==> config.mk <==
export PLATFORM = sky130hd
export DESIGN_NAME = xpar_delay_line
export DESIGN_NICKNAME = d
export VERILOG_FILES = /design/src/rtl/xpar_pkg.sv /design/src/rtl/xpar_syndrome.sv /design/src/rtl/xpar_locate.sv /design/src/rtl/xpar_delay_line.sv
export SDC_FILE = /design/constraint.sdc
export NUM_CORES = 1
export LEC_CHECK = 0
export CAP_MARGIN = 5
export CORE_ASPECT_RATIO = 1.1
export CORE_MARGIN = 4
export CORE_UTILIZATION = 25
export CTS_CLUSTER_SIZE = 12
export DETAILED_ROUTE_END_ITERATION = 7
export DONT_BUFFER_PORTS = 1
export SKIP_CTS_REPAIR_TIMING = 1
export SLEW_MARGIN = 20
export SYNTH_ARGS = -nofsm -noshare
export SYNTH_HDL_FRONTEND = slang
export SYNTH_SLANG_ARGS = --single-unit
==> constraint.sdc <==
create_clock -name clk -period 3.64 [get_ports clk]
set_input_delay 0.182 -clock clk [delete_from_list [all_inputs] [get_ports clk]]
set_output_delay 0.182 -clock clk [all_outputs]
set_load 0.01 [all_outputs]
==> src/rtl/xpar_pkg.sv <==
package xpar_pkg;
  typedef enum logic [1:0] {
    UPS_DATA = 2'd0,
    UPS_WPAR = 2'd1,
    UPS_CPAR = 2'd2,
    UPS_NONE = 2'd3
  } upset_kind_e;

  localparam int unsigned KIND_DATA_BIT = 0;
  localparam int unsigned KIND_PAR_BIT  = 1;
endpackage

==> src/rtl/xpar_syndrome.sv <==
module xpar_syndrome #(
  parameter int DEPTH = 8,
  parameter int WIDTH = 8
) (
  input  logic [DEPTH-1:0][WIDTH-1:0] words,
  input  logic [DEPTH-1:0]            wpar,
  input  logic [WIDTH-1:0]            cpar,
  output logic [DEPTH-1:0]            word_err,
  output logic [WIDTH-1:0]            col_err
);
  // per-word recomputation
  for (genvar g = 0; g < DEPTH; g++) begin : g_row
    assign word_err[g] = (^words[g]) ^ wpar[g];
  end

  // per-column recomputation against the accumulated column parity
  always_comb begin
    col_err = cpar;
    for (int i = 0; i < DEPTH; i++) begin
      col_err = col_err ^ words[i];
    end
  end
endmodule

==> src/rtl/xpar_locate.sv <==
module xpar_locate #(
  parameter int DEPTH = 8,
  parameter int WIDTH = 8
) (
  input  logic [DEPTH-1:0] word_err,
  input  logic [WIDTH-1:0] col_err,
  output logic [DEPTH-1:0] row_mask,
  output logic [WIDTH-1:0] col_mask,
  output logic [DEPTH-1:0] wpar_flip,
  output logic [WIDTH-1:0] cpar_flip,
  output logic             fix_data,
  output logic             fix_par,
  output logic             fixable
);
  logic w_one, c_one, w_none, c_none, fix_wp, fix_cp;

  always_comb begin
    w_one  = $onehot(word_err);
    c_one  = $onehot(col_err);
    w_none = (word_err == '0);
    c_none = (col_err == '0);

    fix_data = w_one && c_one;
    fix_wp   = w_one && c_none;
    fix_cp   = w_none && c_one;

    row_mask  = fix_data ? word_err : '0;
    col_mask  = fix_data ? col_err  : '0;
    wpar_flip = fix_wp   ? word_err : '0;
    cpar_flip = fix_cp   ? col_err  : '0;

    fix_par = fix_wp || fix_cp;
    fixable = fix_data || fix_par || (w_none && c_none);
  end
endmodule

==> src/rtl/xpar_delay_line.sv <==
module xpar_delay_line
  import xpar_pkg::*;
#(
  parameter  int DEPTH = 8,
  parameter  int WIDTH = 8,
  localparam int RW = (DEPTH > 1) ? $clog2(DEPTH) : 1,
  localparam int CW = (WIDTH > 1) ? $clog2(WIDTH) : 1
) (
  input  logic             clk,
  input  logic             rst_n,
  input  logic             in_vld,
  input  logic [WIDTH-1:0] in_data,
  input  logic             upset_en,
  input  logic [1:0]       upset_kind,
  input  logic [RW-1:0]    upset_row,
  input  logic [CW-1:0]    upset_col,
  output logic             out_vld,
  output logic [WIDTH-1:0] out_data,
  output logic             corr_evt,
  output logic [1:0]       corr_kind
);
  // reset: asserted asynchronously, released on a clock edge
  logic [1:0] rst_pipe;
  logic       rst_i_n;

  always_ff @(posedge clk or negedge rst_n) begin
    if (!rst_n) rst_pipe <= 2'b00;
    else        rst_pipe <= {rst_pipe[0], 1'b1};
  end
  assign rst_i_n = rst_pipe[1];

  // state
  logic [DEPTH-1:0][WIDTH-1:0] words_q, words_n, words_f;
  logic [DEPTH-1:0]            wpar_q, wpar_n, wpar_f;
  logic [WIDTH-1:0]            cpar_q, cpar_n, cpar_f;
  logic [WIDTH-1:0]            tap_q, tap_n;
  logic                        ovld_q, ovld_n;
  logic                        evt_q, evt_n;
  logic [1:0]                  kind_q, kind_n;

  // syndrome and fault location
  logic [DEPTH-1:0] word_err, row_mask, wpar_flip;
  logic [WIDTH-1:0] col_err, col_mask, cpar_flip;
  logic             fix_data, fix_par, fixable;

  xpar_syndrome #(.DEPTH(DEPTH), .WIDTH(WIDTH)) i_syn (
    .words   (words_q),
    .wpar    (wpar_q),
    .cpar    (cpar_q),
    .word_err(word_err),
    .col_err (col_err)
  );

  xpar_locate #(.DEPTH(DEPTH), .WIDTH(WIDTH)) i_loc (
    .word_err (word_err),
    .col_err  (col_err),
    .row_mask (row_mask),
    .col_mask (col_mask),
    .wpar_flip(wpar_flip),
    .cpar_flip(cpar_flip),
    .fix_data (fix_data),
    .fix_par  (fix_par),
    .fixable  (fixable)
  );

  // repaired view of the state, used by the shift
  for (genvar g = 0; g < DEPTH; g++) begin : g_fix
    assign words_f[g] = words_q[g] ^ ({WIDTH{row_mask[g]}} & col_mask);
  end
  assign wpar_f = wpar_q ^ wpar_flip;
  assign cpar_f = cpar_q ^ cpar_flip;

  // next state
  always_comb begin
    words_n = words_q;
    wpar_n  = wpar_q;
    cpar_n  = cpar_q;
    tap_n   = tap_q;
    ovld_n  = 1'b0;
    evt_n   = 1'b0;
    kind_n  = 2'b00;
    if (in_vld) begin
      words_n[0] = in_data;
      wpar_n[0]  = ^in_data;
      for (int i = 1; i < DEPTH; i++) begin
        words_n[i] = words_f[i-1];
        wpar_n[i]  = wpar_f[i-1];
      end
      cpar_n = cpar_f ^ in_data ^ words_f[DEPTH-1];
      tap_n  = words_f[DEPTH-1];
      ovld_n = 1'b1;
      kind_n[KIND_DATA_BIT] = fix_data;
      kind_n[KIND_PAR_BIT]  = fix_par;
      evt_n  = fix_data || fix_par;
    end else if (upset_en) begin
      unique case (upset_kind_e'(upset_kind))
        UPS_DATA: if (32'(upset_row) < DEPTH && 32'(upset_col) < WIDTH)
                    words_n[upset_row][upset_col] = ~words_q[upset_row][upset_col];
        UPS_WPAR: if (32'(upset_row) < DEPTH)
                    wpar_n[upset_row] = ~wpar_q[upset_row];
        UPS_CPAR: if (32'(upset_col) < WIDTH)
                    cpar_n[upset_col] = ~cpar_q[upset_col];
        default: ;
      endcase
    end
  end

  // registers
  always_ff @(posedge clk or negedge rst_i_n) begin
    if (!rst_i_n) begin
      words_q <= '0;
      wpar_q  <= '0;
      cpar_q  <= '0;
      tap_q   <= '0;
      ovld_q  <= 1'b0;
      evt_q   <= 1'b0;
      kind_q  <= 2'b00;
    end else begin
      words_q <= words_n;
      wpar_q  <= wpar_n;
      cpar_q  <= cpar_n;
      tap_q   <= tap_n;
      ovld_q  <= ovld_n;
      evt_q   <= evt_n;
      kind_q  <= kind_n;
    end
  end

  assign out_vld   = ovld_q;
  assign out_data  = tap_q;
  assign corr_evt  = evt_q;
  assign corr_kind = kind_q;


  strobe_tap_chk: assert property (@(posedge clk) disable iff (!rst_i_n)
    in_vld |=> out_vld);


  idle_tap_chk: assert property (@(posedge clk) disable iff (!rst_i_n)
    !in_vld |=> (!out_vld && $stable(out_data)));


  consistent_after_shift_chk: assert property (@(posedge clk) disable iff (!rst_i_n)
    (in_vld && fixable) |=> (word_err == '0 && col_err == '0));


  quiet_when_clean_chk: assert property (@(posedge clk) disable iff (!rst_i_n)
    (in_vld && word_err == '0 && col_err == '0) |=> !corr_evt);


  flag_after_strobe_chk: assert property (@(posedge clk) disable iff (!rst_i_n)
    corr_evt |-> $past(in_vld));


  kind_idle_chk: assert property (@(posedge clk) disable iff (!rst_i_n)
    !corr_evt |-> corr_kind == 2'b00);
endmodule

Yosys cells after proc, flatten, opt, wreduce, memory -nomap -nowiden
Index checks and enable logic that the tools add are counted.

storage, ports and cells
  flip-flop bits (word level) = 94
  input bits = 20
  output and inout port bits = 12
  word-level logic and storage cells = 135

cells by class
  add/subtract/negate cells = 14
  $lt $le $gt $ge = 4
  equal/unequal tests = 4
  muxes and demuxes = 33
  bitwise gates (word level) = 39
  reduce and logical (&&, ||, !) cells = 26

operators by type and width
  cell                                                                          number
  64-bit 2-to-1 mux                                                             3
  8-bit bitwise XOR                                                             19
  8-bit 2-to-1 mux                                                              11
  8-bit parity                                                                  9
  8-bit AND                                                                     8
  64-bit bitwise mux                                                            1
  4-bit adder                                                                   6
  8-bit binary-select mux with 3-bit select                                     1
  8-bit demux with 3-bit select                                                 1
  1-bit by 1-bit adder with 2-bit output                                        8
  8-bit bitwise mux                                                             2
  8-bit zero test                                                               2
  1-bit binary-select mux with 3-bit select                                     3
  4-bit by 1-bit == test with 1-bit output, second input constant               2
  3-bit by 4-bit less-than comparator with 1-bit output, second input constant  2
  2-bit nonzero test                                                            4
  1-bit bitwise XOR                                                             8
  1-bit 2-to-1 mux                                                              7
  7-bit 2-to-1 mux                                                              1
  7-bit bitwise XOR                                                             1
  1-bit demux with 3-bit select                                                 2
  3-bit by 1-bit >= comparator with 1-bit output, second input constant         2
  2-bit AND reduction                                                           3
  1-bit logical AND                                                             5
  6 further kinds                                                               9

Logic depth before layout (Yosys ltp)
Gate-level depths: netlist (run 1).

  word-level depth = 18
  mapped depth = 20
  mapped depth without buffers = 18

Modules after synthesis
A second synthesis (run 1) with hierarchy kept.

unflattened totals
  cells, all modules = 1,046
  area, all modules = 9,063.7 um2

by module, submodules not included
  module           times used  cells each  area an instance (um2)  sequential area each (um2)
  xpar_delay_line  1           825         6,901.6                 2,352.3
  xpar_syndrome    1           112         1,201.2                 0.0
  xpar_locate      1           109         960.9                   0.0

Worst setup path after synthesis (run 1)
OpenSTA, ideal clock, no wires.

  path kind = register to register
  start = reg words_q[37] (netlist bit)
  end = reg cpar_q[7]
  library setup time = 0.136 ns
  arrival time = 5.088 ns
  data required time = 3.504 ns
  path slack = -1.584 ns
  cell stages (with the launch flop) = 21
  path buffers = 2
  clock period less this slack = 5.224 ns
  cells stage by stage = dfrtp_1 -> clkbuf_1 -> xnor2_1 -> xnor2_1 -> xnor2_1 -> xor2_1 -> inv_1 -> ha_1 -> fa_1 -> inv_1 -> fa_1 -> inv_1 -> ha_1 -> fa_1 -> nor4b_1 -> nand2_1 -> nor2_1 -> buf_2 -> mux2i_1 -> xnor2_1 -> a21oi_1

on the way
  longest elaborated chain between the ends = 14
  elaborated cells on any way between the ends = 26
  those cells by class = add/sub: 6; eq/ne: 2; mux: 4; bitwise: 10; reduce/logical: 4

RTL lines
  item                                                          line                                                     source
  from (decl)                                                   xpar_delay_line.sv:33                                    logic [DEPTH-1:0][WIDTH-1:0] words_q, words_n, words_f;
  from (signal assigned)                                        xpar_delay_line.sv:119                                   words_q <= words_n;
  8-bit bitwise XOR (4 in series)                               xpar_syndrome.sv:20                                      col_err = col_err ^ words[i];
  1-bit by 1-bit adder with 2-bit output (implied by the code)  xpar_locate.sv:19                                        c_one = $onehot(col_err);
  4-bit adder (implied by the code) (2 in series)               xpar_locate.sv:19
  4-bit by 1-bit == test with 1-bit output                      xpar_locate.sv:19
  1-bit logical AND, on equally long branches                   xpar_locate.sv:25, xpar_locate.sv:23
  8-bit 2-to-1 mux, on equally long branches                    xpar_locate.sv:30, xpar_locate.sv:27, xpar_locate.sv:28
  8-bit bitwise XOR / 8-bit AND (equally long branches)         xpar_delay_line.sv:71, xpar_delay_line.sv:68
  8-bit bitwise XOR, on equally long branches                   xpar_delay_line.sv:89, xpar_delay_line.sv:68
  8-bit bitwise XOR (*)                                         xpar_delay_line.sv:89                                    cpar_n = cpar_f ^ in_data ^ words_f[DEPTH-1];
  8-bit 2-to-1 mux (*)                                          xpar_delay_line.sv:82                                    if (in_vld) begin
  to (signal assigned)                                          xpar_delay_line.sv:121                                   cpar_q <= cpar_n;
  to (decl)                                                     xpar_delay_line.sv:35                                    logic [WIDTH-1:0] cpar_q, cpar_n, cpar_f;

Every way passes the cells marked *; elsewhere a longest branch is shown, timed or not.
A chain may end at the register's enable or synchronous reset.

Worst setup path in the final report (run 1)
  start = reg words_q[0] (netlist bit)
  end = reg cpar_q[3]

on the way
  longest elaborated chain between the ends = 18
  elaborated cells on any way between the ends = 30
  those cells by class = add/sub: 6; eq/ne: 2; mux: 4; bitwise: 14; reduce/logical: 4

RTL lines
  item                                                          line
  8-bit bitwise XOR (8 in series)                               xpar_syndrome.sv:20
  1-bit by 1-bit adder with 2-bit output (implied by the code)  xpar_locate.sv:19
  4-bit adder (implied by the code) (2 in series)               xpar_locate.sv:19
  4-bit by 1-bit == test with 1-bit output                      xpar_locate.sv:19
  1-bit logical AND, on equally long branches                   xpar_locate.sv:25, xpar_locate.sv:23
  8-bit 2-to-1 mux, on equally long branches                    xpar_locate.sv:30, xpar_locate.sv:27, xpar_locate.sv:28
  8-bit bitwise XOR / 8-bit AND (equally long branches)         xpar_delay_line.sv:71, xpar_delay_line.sv:68
  8-bit bitwise XOR, on equally long branches                   xpar_delay_line.sv:89, xpar_delay_line.sv:68
  8-bit bitwise XOR (*)                                         xpar_delay_line.sv:89
  8-bit 2-to-1 mux (*)                                          xpar_delay_line.sv:82

Marks and branches as above.

==> impl_metrics.yaml, run 1 <==
critical_path:
  critical_path_buf_inv_count: 3
  path_common_cell: "fa_1"
  crit_chain: "buf_6, xnor2_4, xnor2_1, buf_4, xor3_2, ha_4, fa_1, fa_1, ha_2, fa_1, nor4b_4, nand2b_1, mux2i_2, mux2i_4, buf_12, mux2i_2, xnor2_1, mux2i_1"
  cp.required_ns: 3.87
  critPathMaxStageDelay_ns: 0.51
  slowest_stage: "fa_1"
  crit_path_start_kind: "register"
  cp_data_arrival_time_ns: 5.15
  cp_top_family: "adder cells"
  worst-path-max-fanout: 6
  path_class: "register to register"
  setup.worst_path.end_class: "register"
timing:
  fin_ws_ns: -1.28
  relSlewSlack_pct: 27.3
  max_freq_mhz: 203
  rsz0062_at_grt: "true"
  hold_viol: 1
  finClkSkew_ns: 0.0123
  tightest_slew_ns: 1.09
  period_share_pct: 135
  whs_ns: -0.00960
  setup_viol: 82
  slew_viol_final: 0
  period_minus_slack_ns: 4.92
synthesis:
  ys_ff_latch: 94
  syn_inst: 912
  avgSynthCellArea_um2: 8.94
  syn-cell-area_mm2: 0.00816
  synthTopCellsByArea: "dfrtp_1 (29%), xnor2_1 (19%), o21ai_0 (4.5%)"
  netlist.area_leader.share_pct: 28.8
  synth_edf_count: 0
  ys_warn_count: 0
  synth.distinct_cells: 62
  synthArstFlopShare_pct: 100
  ys.flop_type: "dfrtp_1"
  netlist.top_cell.by_area: "dfrtp_1"
  synth_nets: 960
  ys_seq_area_share_pct: 28.8
clock_network:
  clockBufferDepth: 2
  cts_tree: "built"
  clk_latency_ns: 0.36
  htreeDepth: 3
  clk_pin_slew_ns: 0.08
  root_buffer: "clkbuf_16"
  clock_sink_count: 94
  numCtsBuffers: 9
flow_run:
  cap_violations: 0
grt:
  grt-ovfl-total: 0
  grt_max_degree: 76
  grt_usage_pct: 17.5
  antenna_found_initial: 0
  grt_first_pass_wirelength_um: 48500
  grt_pass1_vias: 7913
die:
  start_util_pct: 25.3
  core_mm2: 0.0323
  die_w_um: 180
  num_rows: 69
  io-pin-count: 32
  die_height_um: 197
  dieArea_mm2: 0.0356
route:
  drt_iter0_drc: 1020
  remaining_drc_errors: 0
  drt-total-wl_um: 33700
  avgRoutedWirePerCell_um: 22.2
  num_vias: 8171
  viasPerCell: 5.39
  dr.pass1.iters: 5
  ant_nets: 0
run_status:
  violations: "hold timing, setup timing"
  outcome: "finished, violations left"
placed_design:
  dp_hpwl_um: 24200
  gp_congestion: 0.961
  port_buffers: 0
  post_dp_cell_area_mm2: 0.0101
cells_and_area:
  antennaDiodeCount: 0
  fin_nets: 1132
  final_cell_area_mm2: 0.0119
  area_delta_synth_final_pct: 45.5
  final_cell_mix: "buf_4 (179), xnor2_1 (117), dfrtp_1 (80)"
  drive_above_1_share_pct: 39.7
  fillCellCount: 3195
  final_common_cell: "buf_4"
min_path:
  min_path_type: "input port to register"
==> Yosys cell counts, types with 3 or more instances <==
master    count
a211oi_1      8
a21boi_0      4
a21oi_1      31
a221o_1       9
a221oi_1      5
a22oi_1      15
a311oi_1      8
and2_1        3
and3_1        4
and3b_1       4
buf_1         5
buf_2         6
clkbuf_1     37
clkbuf_2      3
dfrtp_1      94
fa_1          8
ha_1         20
inv_1        40
mux2_2        5
mux2i_1      31
nand2_1      55
nand2b_1      7
nand3_1      25
nand3b_1      5
nor2_1       84
nor2b_1       5
nor3_1       11
nor3b_1       4
nor3b_2       3
o211ai_1     21
o21a_1        5
o21ai_0      74
o221ai_1     33
xnor2_1     178
xnor3_1      11
xor2_1       15
==> per-stage QoR <==
step,setup TNS [ns],std cells,hold WS [ns],setup WS (ns),util (%)
6_report,-84.12,1515,-0.00960,-1.28,36.8
5_1_grt,-93.28,1515,0.00881,-1.37,36.8
4_1_cts,-100.81,1489,-0.507,-1.42,32.4
3_5_place_dp,-98.39,1473,-0.114,-1.38,31.4
3_3_place_gp,-95.89,1473,-0.114,-1.41,31.4
2_1_floorplan,-74.10,912,-0.114,-1.08,-
==> worst register-to-register path: stages, from the launching register on <==
cell      delay [ns]
dfrtp_1         0.41
buf_6           0.14
xnor2_4         0.12
xnor2_1         0.12
buf_4           0.15
xor3_2          0.46
ha_4            0.20
fa_1            0.51
fa_1            0.42
ha_2            0.20
fa_1            0.47
nor4b_4         0.29
nand2b_1        0.11
mux2i_2         0.23
mux2i_4         0.29
buf_12          0.17
mux2i_2         0.25
xnor2_1         0.15
mux2i_1         0.10
==> worst paths after layout <==
| check | end | slack [ns] | cells after the start | start |
|---|---|---|---|---|
| max | cpar_q[3]$_DFFE_PN0P_ | -1.28 | 18 | words_q[0]$_DFFE_PN0P_ |
| min | words_q[1]$_DFFE_PN0P_ | -0.01 | 1 | in_data[1] |
| max reg2reg | cpar_q[3]$_DFFE_PN0P_ | -1.28 | 18 | words_q[0]$_DFFE_PN0P_ |
| min reg2reg | rst_pipe[1]$_DFF_PN0_ | 0.35 | 0 | rst_pipe[0]$_DFF_PN0_ |
| max in group asynchronous | words_q[36]$_DFFE_PN0P_ | 2.24 | 1 | rst_pipe[1]$_DFF_PN0_ |
| min in group asynchronous | rst_pipe[1]$_DFF_PN0_ | 0.04 | 1 | rst_n |
==> sequential cells by signal (all words and copies together), names as in the netlist <==
name       cells
cpar_q         8
words_q       64
out_vld        1
out_data       8
corr_kind      2
corr_evt       1
rst_pipe       2
wpar_q         8
==> metal layers <==
metal / wire length (µm) / track usage, % / share of wire, %
met2: 15500 / 27.9 / 46
met5: 0 / 0 / 0
met1: 13400 / 23.1 / 40
met3: 2730 / 2.65 / 8.1
met4: 1980 / 9.24 / 5.9
==> cells by family (layout without fill, tap and decap cells) <==
| group | after synthesis | count (layout) | share of synthesized area (%) |
|---|---|---|---|
| multiplexers | 39 | 39 | 5.22 |
| XOR/XNOR | 207 | 207 | 24.5 |
| AO/OA/AOI/OAI | 229 | 229 | 19.2 |
| adder cells (fa/ha/maj) | 28 | 28 | 5.03 |
| other | 1 | 1 | 0.0460 |
| AND/OR/NAND/NOR | 221 | 221 | 12.7 |
| flip-flops | 94 | 94 | 28.8 |
| buffers and inverters | 93 | 270 | 4.42 |
==> area by class of cell <==
class,count,area [µm²],area share (%)
Multi-Input combinational cell,725,6740,56.8
Clock buffer,12,267,2.24
Inverter,42,158,1.33
Tap cell,426,533,4.49
Timing Repair Buffer,212,1770,14.9
Sequential cell,94,2370,20.0
Clock inverter,4,30.0,0.253
Power of run 1 is not shown: default switching activity piles up to over one toggle a cycle in this logic, so the estimate is an artifact.
==> inputs of run 2 (changes only) <==
Settings changed: CTS_BUF_LIST set to sky130_fd_sc_hd__clkbuf_8.
==> impl_metrics.yaml, run 2 (synthesized netlist as in run 1, its figures left out) <==
clock_network:
  cts_tree: "built"
  htreeDepth: 3
  numCtsBuffers: 9
  clk_pin_slew_ns: 0.12
  root_buffer: "clkbuf_8"
  clockBufferDepth: 2
  clock_sink_count: 94
  clk_latency_ns: 0.41
grt:
  grt_usage_pct: 17.5
  grt-ovfl-total: 0
  grt_pass1_vias: 7946
  grt_first_pass_wirelength_um: 48400
  antenna_found_initial: 0
  grt_max_degree: 76
critical_path:
  slowest_stage: "fa_1"
  r2r_cells: 16
  path_common_cell: "fa_1"
  cp_data_arrival_time_ns: 5.18
  setup.worst_path.end_class: "register"
  r2r_start: "words_q[24]$_DFFE_PN0P_"
  cp.required_ns: 3.91
  critPathMaxStageDelay_ns: 0.52
  ff2ff_setup_slack_ns: -1.27
  crit_path_start_kind: "register"
  path_class: "register to register"
  crit_chain: "xnor2_2, xnor2_4, xor3_2, ha_4, fa_1, fa_1, ha_2, fa_1, nor4b_4, nand2b_1, mux2i_2, mux2i_4, buf_12, mux2i_2, xnor2_1, mux2i_1"
  rr_endpoint: "cpar_q[3]$_DFFE_PN0P_"
  worst-path-max-fanout: 6
  critical_path_buf_inv_count: 1
  cp_top_family: "adder cells"
cells_and_area:
  drive_above_1_share_pct: 33.4
  fin_util_pct: 34.8
  final_cell_area_mm2: 0.0113
  area_delta_synth_final_pct: 37.9
  final_cell_mix: "buf_4 (190), xnor2_1 (132), dfrtp_1 (79)"
  fin_nets: 1132
  top_register: "words_q"
  largest_reg_flops: 64
  final_common_cell: "buf_4"
run_status:
  outcome: "finished, violations left"
  violations: "hold timing, setup timing"
timing:
  whs_ns: -0.0102
  fin_ws_ns: -1.27
  rsz0062_at_grt: "true"
  setup_viol: 82
  relSlewSlack_pct: 24.1
  period_minus_slack_ns: 4.91
  slew_viol_final: 0
  period_share_pct: 135
  hold_viol: 3
  max_freq_mhz: 204
  tightest_slew_ns: 1.13
  finClkSkew_ns: 0.0195
min_path:
  hold_end: "words_q[34]$_DFFE_PN0P_"
  hold_start: "in_vld"
  min_path_type: "input port to register"
  hold_depth: 2
die:
  die_w_um: 180
  start_util_pct: 25.3
  die_height_um: 197
  core_mm2: 0.0323
  num_rows: 69
  io-pin-count: 32
  dieArea_mm2: 0.0356
route:
  drt_iter0_drc: 1017
  remaining_drc_errors: 0
  num_vias: 8163
  drt-total-wl_um: 33300
  dr.pass1.iters: 5
  ant_nets: 0
  avgRoutedWirePerCell_um: 22.0
  viasPerCell: 5.38
flow_run:
  cap_violations: 0
placed_design:
  pre_cts_ws_ns: -1.38
  dp_hpwl_um: 24200
  post_dp_cell_area_mm2: 0.0101
  port_buffers: 0
  gp_congestion: 0.961
[run 2: cell types whose count changed in the layout (fill, tap and decap cells not counted), moves of 6 or more]
cell,delta
xnor2_2,-18
dlygate4sd3_1,+6
a21oi_1,-7
a21oi_2,+6
buf_6,-14
clkbuf_16,-8
buf_4,+11
nor2_1,+43
nor2_2,-6
clkbuf_8,+9
nor2_4,-37
xnor2_1,+15
[run 2: area by class of cell]
class | instances | area, µm²
Clock inverter | 4 | 30.0
Multi-Input combinational cell | 725 | 6280
Fill cell | 3257 | 21000
Clock buffer | 12 | 165
Tap cell | 426 | 533
Timing Repair Buffer | 212 | 1700
Antenna cell | 1 | 2.50
Sequential cell | 94 | 2370
Inverter | 42 | 160
[run 2: worst max-delay path by stage]
stage / startpoint / cells past startpoint / to
2_1_floorplan: words_q[13]$_DFFE_PN0P_ / 17 / cpar_q[3]$_DFFE_PN0P_
3_3_place_gp: words_q[25]$_DFFE_PN0P_ / 17 / words_q[37]$_DFFE_PN0P_
3_5_place_dp: words_q[25]$_DFFE_PN0P_ / 17 / words_q[37]$_DFFE_PN0P_
4_1_cts: words_q[25]$_DFFE_PN0P_ / 20 / words_q[11]$_DFFE_PN0P_
5_1_grt: words_q[24]$_DFFE_PN0P_ / 19 / cpar_q[2]$_DFFE_PN0P_
6_report: words_q[24]$_DFFE_PN0P_ / 16 / cpar_q[3]$_DFFE_PN0P_
[run 2: per-layer routing]
layer / up-vias / GRT usage [%] / routed length, µm
met5: - / 0 / 0
met4: 0 / 8.71 / 1670
met3: 92 / 2.91 / 2870
met2: 483 / 28.2 / 15400
met1: 4014 / 22.8 / 13300
li1: 3574 / - / -
[run 2: stage by stage]
step           setup TNS (ns)  cells
3_5_place_dp           -98.39   1473
3_3_place_gp           -95.89   1473
4_1_cts               -104.52   1489
6_report               -85.42   1516
2_1_floorplan          -74.10    912
5_1_grt                -95.90   1515
Power of run 2 is left out for the same reason.
